File: config.mk
export PLATFORM = sky130hd
export DESIGN_NAME = pm_power_csr
export DESIGN_NICKNAME = d
export VERILOG_FILES = /design/src/rtl/pm_csr_pkg.sv /design/src/rtl/pm_rst_sync.sv /design/src/rtl/pm_csr_fields.sv /design/src/rtl/pm_sticky_flags.sv /design/src/rtl/pm_power_csr.sv
export SDC_FILE = /design/constraint.sdc
export NUM_CORES = 1
export LEC_CHECK = 0
export ABC_AREA = 0
export BUFFER_PORTS_ARGS = -buffer_cell sky130_fd_sc_hd__buf_2
export CORE_MARGIN = 2
export CORE_UTILIZATION = 35
export DETAILED_ROUTE_END_ITERATION = 8
export GPL_TIMING_DRIVEN = 0
export PLACE_DENSITY_LB_ADDON = 0.2
export SLEW_MARGIN = 20
export SYNTH_ARGS = -nofsm -noshare
export SYNTH_HDL_FRONTEND = slang
export SYNTH_SLANG_ARGS = --single-unit
File: constraint.sdc
create_clock -name clk -period 1.55 [get_ports clk]
set_clock_uncertainty 0.05 [all_clocks]
set_input_delay 0.0775 -clock clk [delete_from_list [all_inputs] [get_ports clk]]
set_output_delay 0.0775 -clock clk [all_outputs]
set_load 0.03 [all_outputs]
File: src/rtl/pm_csr_pkg.sv
package pm_csr_pkg;
  localparam int REG_W      = 16;
  localparam int STAT_BIT   = 15;
  localparam int EN_BIT     = 8;
  localparam int PS_LSB     = 0;
  localparam int PS_W       = 2;
  localparam int NUM_FLAGS  = 3;
  localparam int FLG_EN_SET = 0;
  localparam int FLG_PS_CHG = 1;
  localparam int FLG_EV_CLR = 2;

  typedef enum logic [PS_W-1:0] {
    PS_D0    = 2'b00,
    PS_D1    = 2'b01,
    PS_D2    = 2'b10,
    PS_D3HOT = 2'b11
  } pstate_e;

  function automatic logic ps_legal(input logic [PS_W-1:0] v);
    return (v == PS_D0) || (v == PS_D3HOT);
  endfunction
endpackage

File: src/rtl/pm_rst_sync.sv
module pm_rst_sync #(
  parameter int STAGES = 2
) (
  input  logic clk,
  input  logic arst_n,
  output logic rst_n_o
);
  logic [STAGES-1:0] sync_q;

  always_ff @(posedge clk or negedge arst_n) begin
    if (!arst_n) sync_q <= '0;
    else         sync_q <= {sync_q[STAGES-2:0], 1'b1};
  end

  assign rst_n_o = sync_q[STAGES-1];
endmodule

File: src/rtl/pm_csr_fields.sv
module pm_csr_fields
  import pm_csr_pkg::*;
(
  input  logic                 clk,
  input  logic                 rst_n,
  input  logic                 host_wr,
  input  logic                 wr_stat,
  input  logic                 wr_en,
  input  logic [PS_W-1:0]      wr_ps,
  input  logic                 loc_raise,
  output logic                 status_q,
  output logic                 enable_q,
  output logic [PS_W-1:0]      pstate_q,
  output logic [NUM_FLAGS-1:0] set_pulse
);
  logic            status_d, enable_d;
  logic [PS_W-1:0] pstate_d;
  logic            ps_take, host_clr;

  always_comb begin
    host_clr = host_wr && wr_stat;
    ps_take  = host_wr && ps_legal(wr_ps);

    status_d = status_q;
    if (loc_raise)     status_d = 1'b1;
    else if (host_clr) status_d = 1'b0;

    enable_d = host_wr ? wr_en : enable_q;
    pstate_d = ps_take ? wr_ps : pstate_q;

    set_pulse             = '0;
    set_pulse[FLG_EN_SET] = host_wr && wr_en;
    set_pulse[FLG_PS_CHG] = ps_take && (wr_ps != pstate_q);
    set_pulse[FLG_EV_CLR] = status_q && host_clr && !loc_raise;
  end

  always_ff @(posedge clk or negedge rst_n) begin
    if (!rst_n) begin
      status_q <= 1'b0;
      enable_q <= 1'b0;
      pstate_q <= PS_D0;
    end else begin
      status_q <= status_d;
      enable_q <= enable_d;
      pstate_q <= pstate_d;
    end
  end

  p_raise_sets_r3: assert property (@(posedge clk) disable iff (!rst_n)
    loc_raise |=> status_q);

  p_w0_keeps_r3: assert property (@(posedge clk) disable iff (!rst_n)
    (!loc_raise && !(host_wr && wr_stat)) |=> $stable(status_q));

  p_bad_ps_ignored_r7: assert property (@(posedge clk) disable iff (!rst_n)
    (host_wr && !ps_legal(wr_ps)) |=> $stable(pstate_q));
endmodule

File: src/rtl/pm_sticky_flags.sv
module pm_sticky_flags #(
  parameter int N = 3
) (
  input  logic         clk,
  input  logic         rst_n,
  input  logic [N-1:0] set_i,
  input  logic         clr_wr,
  input  logic [N-1:0] clr_data,
  input  logic [N-1:0] mask,
  output logic [N-1:0] flags_q,
  output logic [N-1:0] irq_o
);
  for (genvar i = 0; i < N; i++) begin : g_flag
    logic flag_d, clr_hit;

    always_comb begin
      clr_hit = clr_wr && clr_data[i];
      flag_d  = set_i[i] || (flags_q[i] && !clr_hit);
    end

    always_ff @(posedge clk or negedge rst_n) begin
      if (!rst_n) flags_q[i] <= 1'b0;
      else        flags_q[i] <= flag_d;
    end

    assign irq_o[i] = flags_q[i] && mask[i];

    p_sticky_r10: assert property (@(posedge clk) disable iff (!rst_n)
      (flags_q[i] && !clr_hit) |=> flags_q[i]);

    p_set_wins_r10: assert property (@(posedge clk) disable iff (!rst_n)
      set_i[i] |=> flags_q[i]);
  end
endmodule

File: src/rtl/pm_power_csr.sv
module pm_power_csr
  import pm_csr_pkg::*;
(
  input  logic                 clk,
  input  logic                 rst_n,
  input  logic                 host_wr,
  input  logic [REG_W-1:0]     host_wr_data,
  output logic [REG_W-1:0]     host_rd_data,
  input  logic                 loc_raise,
  input  logic                 loc_clr_wr,
  input  logic [NUM_FLAGS-1:0] loc_clr_data,
  input  logic [NUM_FLAGS-1:0] loc_irq_mask,
  output logic                 evt_out_n,
  output logic [NUM_FLAGS-1:0] loc_flags,
  output logic [NUM_FLAGS-1:0] loc_irq,
  output logic [PS_W-1:0]      loc_pstate
);
  logic                 rst_int_n;
  logic                 status_q, enable_q;
  logic [PS_W-1:0]      pstate_q;
  logic [NUM_FLAGS-1:0] set_pulse;
  logic                 unused_rsvd;

  assign unused_rsvd = ^{host_wr_data[STAT_BIT-1:EN_BIT+1],
                         host_wr_data[EN_BIT-1:PS_LSB+PS_W]};

  pm_rst_sync #(.STAGES(2)) u_rst (
    .clk     (clk),
    .arst_n  (rst_n),
    .rst_n_o (rst_int_n)
  );

  pm_csr_fields u_fields (
    .clk       (clk),
    .rst_n     (rst_int_n),
    .host_wr   (host_wr),
    .wr_stat   (host_wr_data[STAT_BIT]),
    .wr_en     (host_wr_data[EN_BIT]),
    .wr_ps     (host_wr_data[PS_LSB +: PS_W]),
    .loc_raise (loc_raise),
    .status_q  (status_q),
    .enable_q  (enable_q),
    .pstate_q  (pstate_q),
    .set_pulse (set_pulse)
  );

  pm_sticky_flags #(.N(NUM_FLAGS)) u_flags (
    .clk      (clk),
    .rst_n    (rst_int_n),
    .set_i    (set_pulse),
    .clr_wr   (loc_clr_wr),
    .clr_data (loc_clr_data),
    .mask     (loc_irq_mask),
    .flags_q  (loc_flags),
    .irq_o    (loc_irq)
  );

  always_comb begin
    host_rd_data                  = '0;
    host_rd_data[STAT_BIT]        = status_q;
    host_rd_data[EN_BIT]          = enable_q;
    host_rd_data[PS_LSB +: PS_W]  = pstate_q;
  end

  assign evt_out_n  = !(status_q && enable_q);
  assign loc_pstate = pstate_q;

  p_ps_change_flag_r8: assert property (@(posedge clk) disable iff (!rst_int_n)
    (pstate_q != $past(pstate_q)) |-> loc_flags[FLG_PS_CHG]);

  p_evt_needs_enable_r5: assert property (@(posedge clk) disable iff (!rst_int_n)
    !evt_out_n |-> (host_rd_data[EN_BIT] && host_rd_data[STAT_BIT]));
endmodule

* Word-level counts from Yosys, hierarchy flattened
Index checks and enable logic that the tools add are counted.
Operators by class: eq/ne operators 2, reductions and logical operators 27, multiplexer cells 2
Operators by type and width (count):
- logical AND 1 bit | 16
- logical NOT 1 bit | 5
- logical OR 1 bit | 4
- == test 2 bit (second input constant) | 1
- logical NOT 2 bit | 1
- two-way mux 1 bit | 2
- != test 2 bit | 1
- nonzero test 2 bit | 1
Word-level totals: bits of input ports 27, register bits 9, word-level logic and storage cells 38, output and inout bits 25

* Logic depth before layout (Yosys ltp)
Gate-level depths: netlist of run 1.
depth in word-level cells 5, mapped depth 3, depth with buffers taken out 3

* By module
A second synthesis of run 1 with hierarchy kept.
Unflattened totals: cells, all modules 54, area total of the unflattened synthesis 510.5 um^2
By module, submodules not included:
- pm_csr_fields | cells an instance 21, seq. area each 100.1 um^2, area an instance 201.4 um^2, instances 1
- pm_power_csr | cells an instance 18, seq. area each 0.0 um^2, area an instance 127.6 um^2, instances 1
- pm_sticky_flags | cells an instance 12, seq. area each 75.1 um^2, area an instance 127.6 um^2, instances 1
- pm_rst_sync | cells an instance 3, seq. area each 50.0 um^2, area an instance 53.8 um^2, instances 1

* Worst setup path after synthesis of run 1
OpenSTA, ideal clock, no wires.
path type flip-flop to flip-flop, start point reg u_fields.pstate_q[0], end point reg u_flags.flags_q[1], stages on the path, launching flop included 4, buffers on the path 0, slack 0.370 ns, arrival time 1.009 ns, clock period less this slack 1.180 ns, setup time 0.121 ns, required time 1.379 ns, cells stage by stage dfrtp_1 -> and2_1 -> o22ai_1 -> a22o_1
Between the ends: word-level cells in the longest chain between the ends 3
RTL lines:
- start: declaration | RTL line pm_csr_fields.sv:13 | output logic [PS_W-1:0] pstate_q,
- start signal: assignment | RTL line pm_csr_fields.sv:45 | pstate_q <= pstate_d;
- != test 2 bit | RTL line pm_csr_fields.sv:33 | set_pulse[FLG_PS_CHG] = ps_take && (wr_ps != pstate_q);
- logical AND 1 bit | RTL line pm_csr_fields.sv:33
- logical OR 1 bit | RTL line pm_sticky_flags.sv:18 | flag_d = set_i[i] || (flags_q[i] && !clr_hit);
- net u_flags.g_flag[1].flag_d | RTL line pm_sticky_flags.sv:14 | logic flag_d, clr_hit;
- end signal: indexed assignment | RTL line pm_sticky_flags.sv:23 | else flags_q[i] <= flag_d;
- end: declaration | RTL line pm_sticky_flags.sv:10 | output logic [N-1:0] flags_q,
The timed path passes the listed nets, and every way through them passes these cells. A chain may end at the register's enable or synchronous reset.

* Final worst setup path of run 1
start point reg u_fields.pstate_q[0], end point out loc_pstate[0]
RTL lines:
- end: declaration | RTL line pm_power_csr.sv:16 | output logic [PS_W-1:0] loc_pstate
No word-level cell between the ends.

==> out/qor.yml, run 1 <==
status:
  status: "finished, final reports clean"
cells_and_area:
  finish.net_count: 125
  layout.cells.most_common: "sky130_fd_sc_hd__buf_2"
  drive_above_1_share: 0.4845
  final_core_utilization: 0.5622
  most-common-layout-cells: "sky130_fd_sc_hd__buf_2, sky130_fd_sc_hd__buf_4, sky130_fd_sc_hd__conb_1"
  final_design_area_no_fill_sq_um: 740.7
  syn2layout_area_growth_pct: 48.37
  antenna_cells: 0
  filler_cell_count: 136
grt:
  grt_max_degree: 8
  grt.total_usage: 0.1186
  global_route.overflow_total: 0
  grt_pass1_vias: 392
  grt_first_pass_wirelength_um: 1524
  antenna_violations_before_repair: 0
timing:
  setup-violations-final: 0
  max_freq_mhz: 893.9
  fin_ws_ps: 431.3
  timing.final.max_slew_violations: 0
  grt_setup_unrepaired: "false"
  post-route-period-util: 0.7217
  fin_setup_tns_ps: 0
  timing_hold_violations_final: 0
  finalCriticalPeriod_ps: 1119
drt:
  vias_per_cell: 4.009
  drt_first_iter_violations: 3
  first_pass_iters: 5
  routed_length_per_instance_um: 8.152
  ant_nets: 0
  vias: 449
  remaining_drc_errors: 0
  routed_wirelength_um: 913
clocking:
  clock_sinks: 9
  htreeDepth: 1
  clock_tree.root_cell: "sky130_fd_sc_hd__clkbuf_4"
  tritoncts: "built"
  worst_skew_pair.late_latency_ps: 260
  longest_clk_path_bufs: 2
  cts_bufs_inserted: 3
  clock_pin_slew_on_the_worst_setup_and_hold_paths_ps: 60
  cts_post_setup_buffers_inserted: 0
hold_path:
  holdCritPathClass: "input port to flip-flop"
  min_from: "host_wr_data[8]"
  whs_path_depth: 2
  hold-path-endpoint: "u_flags.flags_q[0]$_DFF_PN0_"
worst_setup_path:
  crit_path_start: "u_fields.pstate_q[0]$_DFFE_PN0P_"
  path_max_fanout: 6
  cp_slowest_stage_delay_ps: 420
  worst_path_max_delay_cell: "sky130_fd_sc_hd__dfrtp_1"
  worstRegToRegCells: 3
  crit_buf_inv: 2
  reg2reg_to: "u_flags.flags_q[1]$_DFF_PN0_"
  worst-endpoint-arrival_ps: 990
  critical_path_required_ps: 1420
  endpoint_kind: "primary output"
  critical_path.top_delay_family: "flip-flops"
  r2r_slack_ps: 510
  worstReg2RegStart: "u_fields.pstate_q[0]$_DFFE_PN0P_"
  cell_chain_critical_path: "buf_4, buf_2"
  setup.worst_path.class: "flip-flop to primary output"
  critical_path.startpoint_type: "flip-flop"
synth:
  yosys_register_bits: 9
  yosysUniqueCellTypes: 14
  yosysSeqAreaShare: 0.4511
  synthesis.area_per_instance_sq_um: 9.419
  syn-instance-count: 53
  synth.yosys.warnings: 0
  synthesized_cell_area_sq_um: 499.2
placement:
  post-dp-hpwl_um: 764.1
  gpl.final_weighted_congestion: 0.7042
  io_buffer_count: 27
  pre_cts_slack_ps: 505.9
  placedInstanceArea_sq_um: 694.4
floorplanning:
  standard_cell_row_count: 13
  initial_core_util: 0.3789
  number_of_i_o_pins: 52
  placeableCoreArea_sq_um: 1318
  die_x_um: 41.77
  die-area_sq_um: 1744
  die_y_um: 41.77
power_and_ir_drop:
  cellPowerDensity_nw_per_um2: 966.6
  totalPowerFinal_w: 0.0007160
  worst_ir_drop_vdd_mv: 0.5530
  p_leak_nw: 0.4348
flow_run:
  timing.max_cap.violations: 0
## metrics by stage
step	cells	hold slack (ps)
6_report	112	21.09
4_1_cts	112	14.12
5_1_grt	112	14.95
2_1_floorplan	64	-268.1
3_5_place_dp	106	-183.9
3_3_place_gp	106	-187.9
## flip-flops by register name (all words and copies together) (netlist names)
register and cells:
u_fields.pstate_q 2, u_rst.sync_q 2, u_fields.enable_q 1, u_fields.status_q 1
u_flags.flags_q 3
## power breakdown
group | internal (W) | switching, W
Clock | 0.0000990 | 0.0000794
Combinational | 0.0000969 | 0.000160
Sequential | 0.000259 | 0.0000217
Total | 0.000455 | 0.000261
## what timing repair did
action / CTS / global route
gates resized for setup: 0 / 0
hold endpoints to repair: 3 / 0
hold buffers: 2 / 0
## layout make-up
cell class | count | area (sq um) | share of cell area
plain buffers | 16 | 120.1 | 0.1622
flip-flops and latches | 9 | 225.2 | 0.3041
multi-input cells | 39 | 195.2 | 0.2635
well taps | 15 | 18.77 | 0.02534
repair buffers | 29 | 155.1 | 0.2095
clock buffers | 4 | 26.28 | 0.03547
## cell usage after synthesis
cell                       count  area (sq um)
sky130_fd_sc_hd__o21ai_0       1         5.000
sky130_fd_sc_hd__conb_1        2         7.510
sky130_fd_sc_hd__nand2b_1      2         12.51
sky130_fd_sc_hd__a21o_1        1         7.510
sky130_fd_sc_hd__mux2_2        1         11.26
sky130_fd_sc_hd__o22ai_1       1         6.260
sky130_fd_sc_hd__buf_4        16         120.1
sky130_fd_sc_hd__dfrtp_1       9         225.2
sky130_fd_sc_hd__a22o_1        2         17.52
sky130_fd_sc_hd__nor2_1        2         7.510
sky130_fd_sc_hd__a21oi_1       4         20.02
sky130_fd_sc_hd__and2_1        4         25.02
sky130_fd_sc_hd__o21bai_1      1         7.510
sky130_fd_sc_hd__nand2_1       7         26.28
## worst max path at each step
stage                                         to  cells after the start
floorplan           u_flags.flags_q[1]$_DFF_PN0_                      3
global placement    u_flags.flags_q[1]$_DFF_PN0_                      3
detailed placement  u_flags.flags_q[1]$_DFF_PN0_                      3
CTS                                loc_pstate[1]                      2
global route                       loc_pstate[1]                      2
finish                             loc_pstate[0]                      2
## cells by family after synthesis
| family | count (synthesis) | synth area share |
|---|---|---|
| buffers and inverters | 16 | 0.2406 |
| other | 2 | 0.01504 |
| AND/OR/NAND/NOR | 15 | 0.1429 |
| multiplexers | 1 | 0.02255 |
| flip-flops | 9 | 0.4511 |
| AO/OA/AOI/OAI | 10 | 0.1278 |
## routing by layer
layer,track usage,routed length (um),up-vias,part of all wire
li1,-,-,233,-
met1,0.1135,333,189,0.36
met2,0.1875,439,22,0.48
met3,0.06087,112,5,0.12
met4,0.09677,28,0,0.031
met5,0,0,-,0
Note: power is estimated with default switching activity, not from simulation.
==> inputs of run 2 (changes only) <==
Settings changed: CORE_UTILIZATION 35 to 30.
Clock period 1.55 ns to 1 ns, I/O delays scaled along.
==> run 2 against run 1 <==
Effect of this change: the run now ends with setup timing left; sequential cell count unchanged; combinational power up 100%; via count up 11%; sequential power up 56%; hold slack worse by 6.8 ps; cell count up 8.0%; clock power up 56%; non-clock buffer count up 8; largest cell class unchanged; cell area up 20%; first-iteration DRC count down 100%; total power up 73%; routed wire length up 24%.
==> out/qor.yml, run 2 (synthesis results as in run 1) <==
status:
  status: "finished with violations"
  violated_checks: "setup timing"
cells_and_area:
  final_core_utilization: 0.5747
  layout.cells.non_filler: 121
  most-common-layout-cells: "sky130_fd_sc_hd__buf_4, sky130_fd_sc_hd__buf_2, sky130_fd_sc_hd__conb_1"
  biggestRegsByFlops: "u_flags.flags_q (3), u_fields.pstate_q (2), u_rst.sync_q (2)"
  finish.net_count: 133
  multiInputGateArea_sq_um: 206.4
  drive_above_1_share: 0.5714
  antenna_cells: 0
  largest_register_ffs: 3
  filler_cell_count: 146
  register_bank_with_the_most_flops: "u_flags.flags_q"
  layout.cells.most_common: "sky130_fd_sc_hd__buf_4"
  syn2layout_area_growth_pct: 77.44
  area.sequential_sq_um: 227.7
drt:
  routed_length_per_instance_um: 9.380
  drt_first_iter_violations: 0
  first_pass_iters: 1
  remaining_drc_errors: 0
  routed_wirelength_um: 1135
  vias_per_cell: 4.124
  ant_nets: 0
  vias: 499
worst_setup_path:
  critical_path_required_ps: 1150
  reg2reg_to: "u_flags.flags_q[1]$_DFF_PN0_"
  crit_buf_inv: 0
  cp_slowest_stage_delay_ps: 430
  endpoint_kind: "flip-flop"
  cell_chain_critical_path: "and2_1, o22ai_1, a22o_1"
  worst_path_max_delay_cell: "sky130_fd_sc_hd__dfrtp_2"
  path_max_fanout: 5
  critical_path.startpoint_type: "flip-flop"
  worstReg2RegStart: "u_fields.pstate_q[0]$_DFFE_PN0P_"
  r2r_slack_ps: -40
  worst-endpoint-arrival_ps: 1190
  worstRegToRegCells: 3
  critical_path.top_delay_family: "flip-flops"
  setup.worst_path.class: "flip-flop to flip-flop"
clocking:
  cts_bufs_inserted: 3
  clock_tree.root_cell: "sky130_fd_sc_hd__clkbuf_4"
  worst_skew_pair.late_latency_ps: 260
  longest_clk_path_bufs: 2
  tritoncts: "built"
  clock_sinks: 9
  htreeDepth: 1
  clock_pin_slew_on_the_worst_setup_and_hold_paths_ps: 60
floorplanning:
  die-area_sq_um: 2007
  initial_core_util: 0.3239
  die_y_um: 44.80
  number_of_i_o_pins: 52
  placeableCoreArea_sq_um: 1541
  standard_cell_row_count: 14
  die_x_um: 44.80
hold_path:
  whs_path_depth: 4
  hold-path-endpoint: "u_flags.flags_q[2]$_DFF_PN0_"
  holdCritPathClass: "input port to flip-flop"
  min_from: "loc_clr_data[2]"
timing:
  timing_hold_violations_final: 0
  fin_ws_ps: -44.95
  max_freq_mhz: 957.0
  finalCriticalPeriod_ps: 1045
  post-route-period-util: 1.045
  timing.final.max_slew_violations: 0
  grt_setup_unrepaired: "true"
  setup-violations-final: 8
grt:
  grt_util_met2: 0.2087
  met3_usage: 0.03600
  global_route.overflow_total: 0
  grt_pass1_vias: 399
  global_route.usage.met1: 0.1215
  busiest_layer: "met2"
  grt.total_usage: 0.1180
  grt_max_degree: 8
  grt_first_pass_wirelength_um: 1635
  antenna_violations_before_repair: 0
placement:
  pre_cts_slack_ps: -29.11
  dp_cells: 107
  io_buffer_count: 27
  post-dp-hpwl_um: 800
  gpl.final_weighted_congestion: 0.7118
power_and_ir_drop:
  totalPowerFinal_w: 0.001240
  worst_ir_drop_vdd_mv: 0.8416
  cellPowerDensity_nw_per_um2: 1400
  p_leak_nw: 0.4949
flow_run:
  timing.max_cap.violations: 0
==> run 2: metal layers <==
layer,part of all wire,vias to the layer above
met4,0.0070,0
met5,0,-
met2,0.55,23
met3,0.087,2
met1,0.36,225
li1,-,249
==> run 2: area by class of cell <==
class | instances | area share
timing repair buffer | 37 | 0.3051
clock buffer | 4 | 0.02966
sequential | 9 | 0.2571
tap | 16 | 0.02260
buffer | 16 | 0.1525
multi-input combinational | 39 | 0.2331
==> run 2: through the flow <==
stage	area [sq um]	TNS (ps)	hold slack, ps
floorplan	543.0	-59.99	-295.6
global placement	698.2	-14.58	-213.8
detailed placement	698.2	-29.11	-212.2
CTS	857.1	-245.6	7.775
global route	885.9	-568.5	34.98
finish	885.9	-171.0	14.26
==> run 2: how the worst max path moves through the flow <==
stage                                                 from                           end  cells past startpoint
after global placement    u_fields.pstate_q[1]$_DFFE_PN0P_  u_flags.flags_q[1]$_DFF_PN0_                      3
after detailed placement  u_fields.pstate_q[1]$_DFFE_PN0P_  u_flags.flags_q[1]$_DFF_PN0_                      3
final                     u_fields.pstate_q[0]$_DFFE_PN0P_  u_flags.flags_q[1]$_DFF_PN0_                      3
after floorplan           u_fields.pstate_q[1]$_DFFE_PN0P_  u_flags.flags_q[1]$_DFF_PN0_                      3
after global routing      u_fields.pstate_q[1]$_DFFE_PN0P_                 loc_pstate[1]                      2
after CTS                 u_fields.pstate_q[0]$_DFFE_PN0P_  u_flags.flags_q[1]$_DFF_PN0_                      3
==> run 2: report_power, final <==
part / internal [W] / switching (W) / total (W)
clock network: 0.000154 / 0.000124 / 0.000278
registers: 0.000403 / 0.0000365 / 0.000439
logic: 0.000249 / 0.000274 / 0.000523
==> run 2: timing repair <==
item                                    CTS  global route
gates resized for setup                  23             3
pin swaps                                 1             1
endpoints found under the setup margin    9            12
hold buffers                              3             0
buffers inserted                          4             3
endpoints found under the hold margin     5             0
==> run 2: worst register-to-register path, stage by stage, from the launching register on <==
cell	delay, ps
sky130_fd_sc_hd__dfrtp_2	430
sky130_fd_sc_hd__and2_1	160
sky130_fd_sc_hd__o22ai_1	180
sky130_fd_sc_hd__a22o_1	160
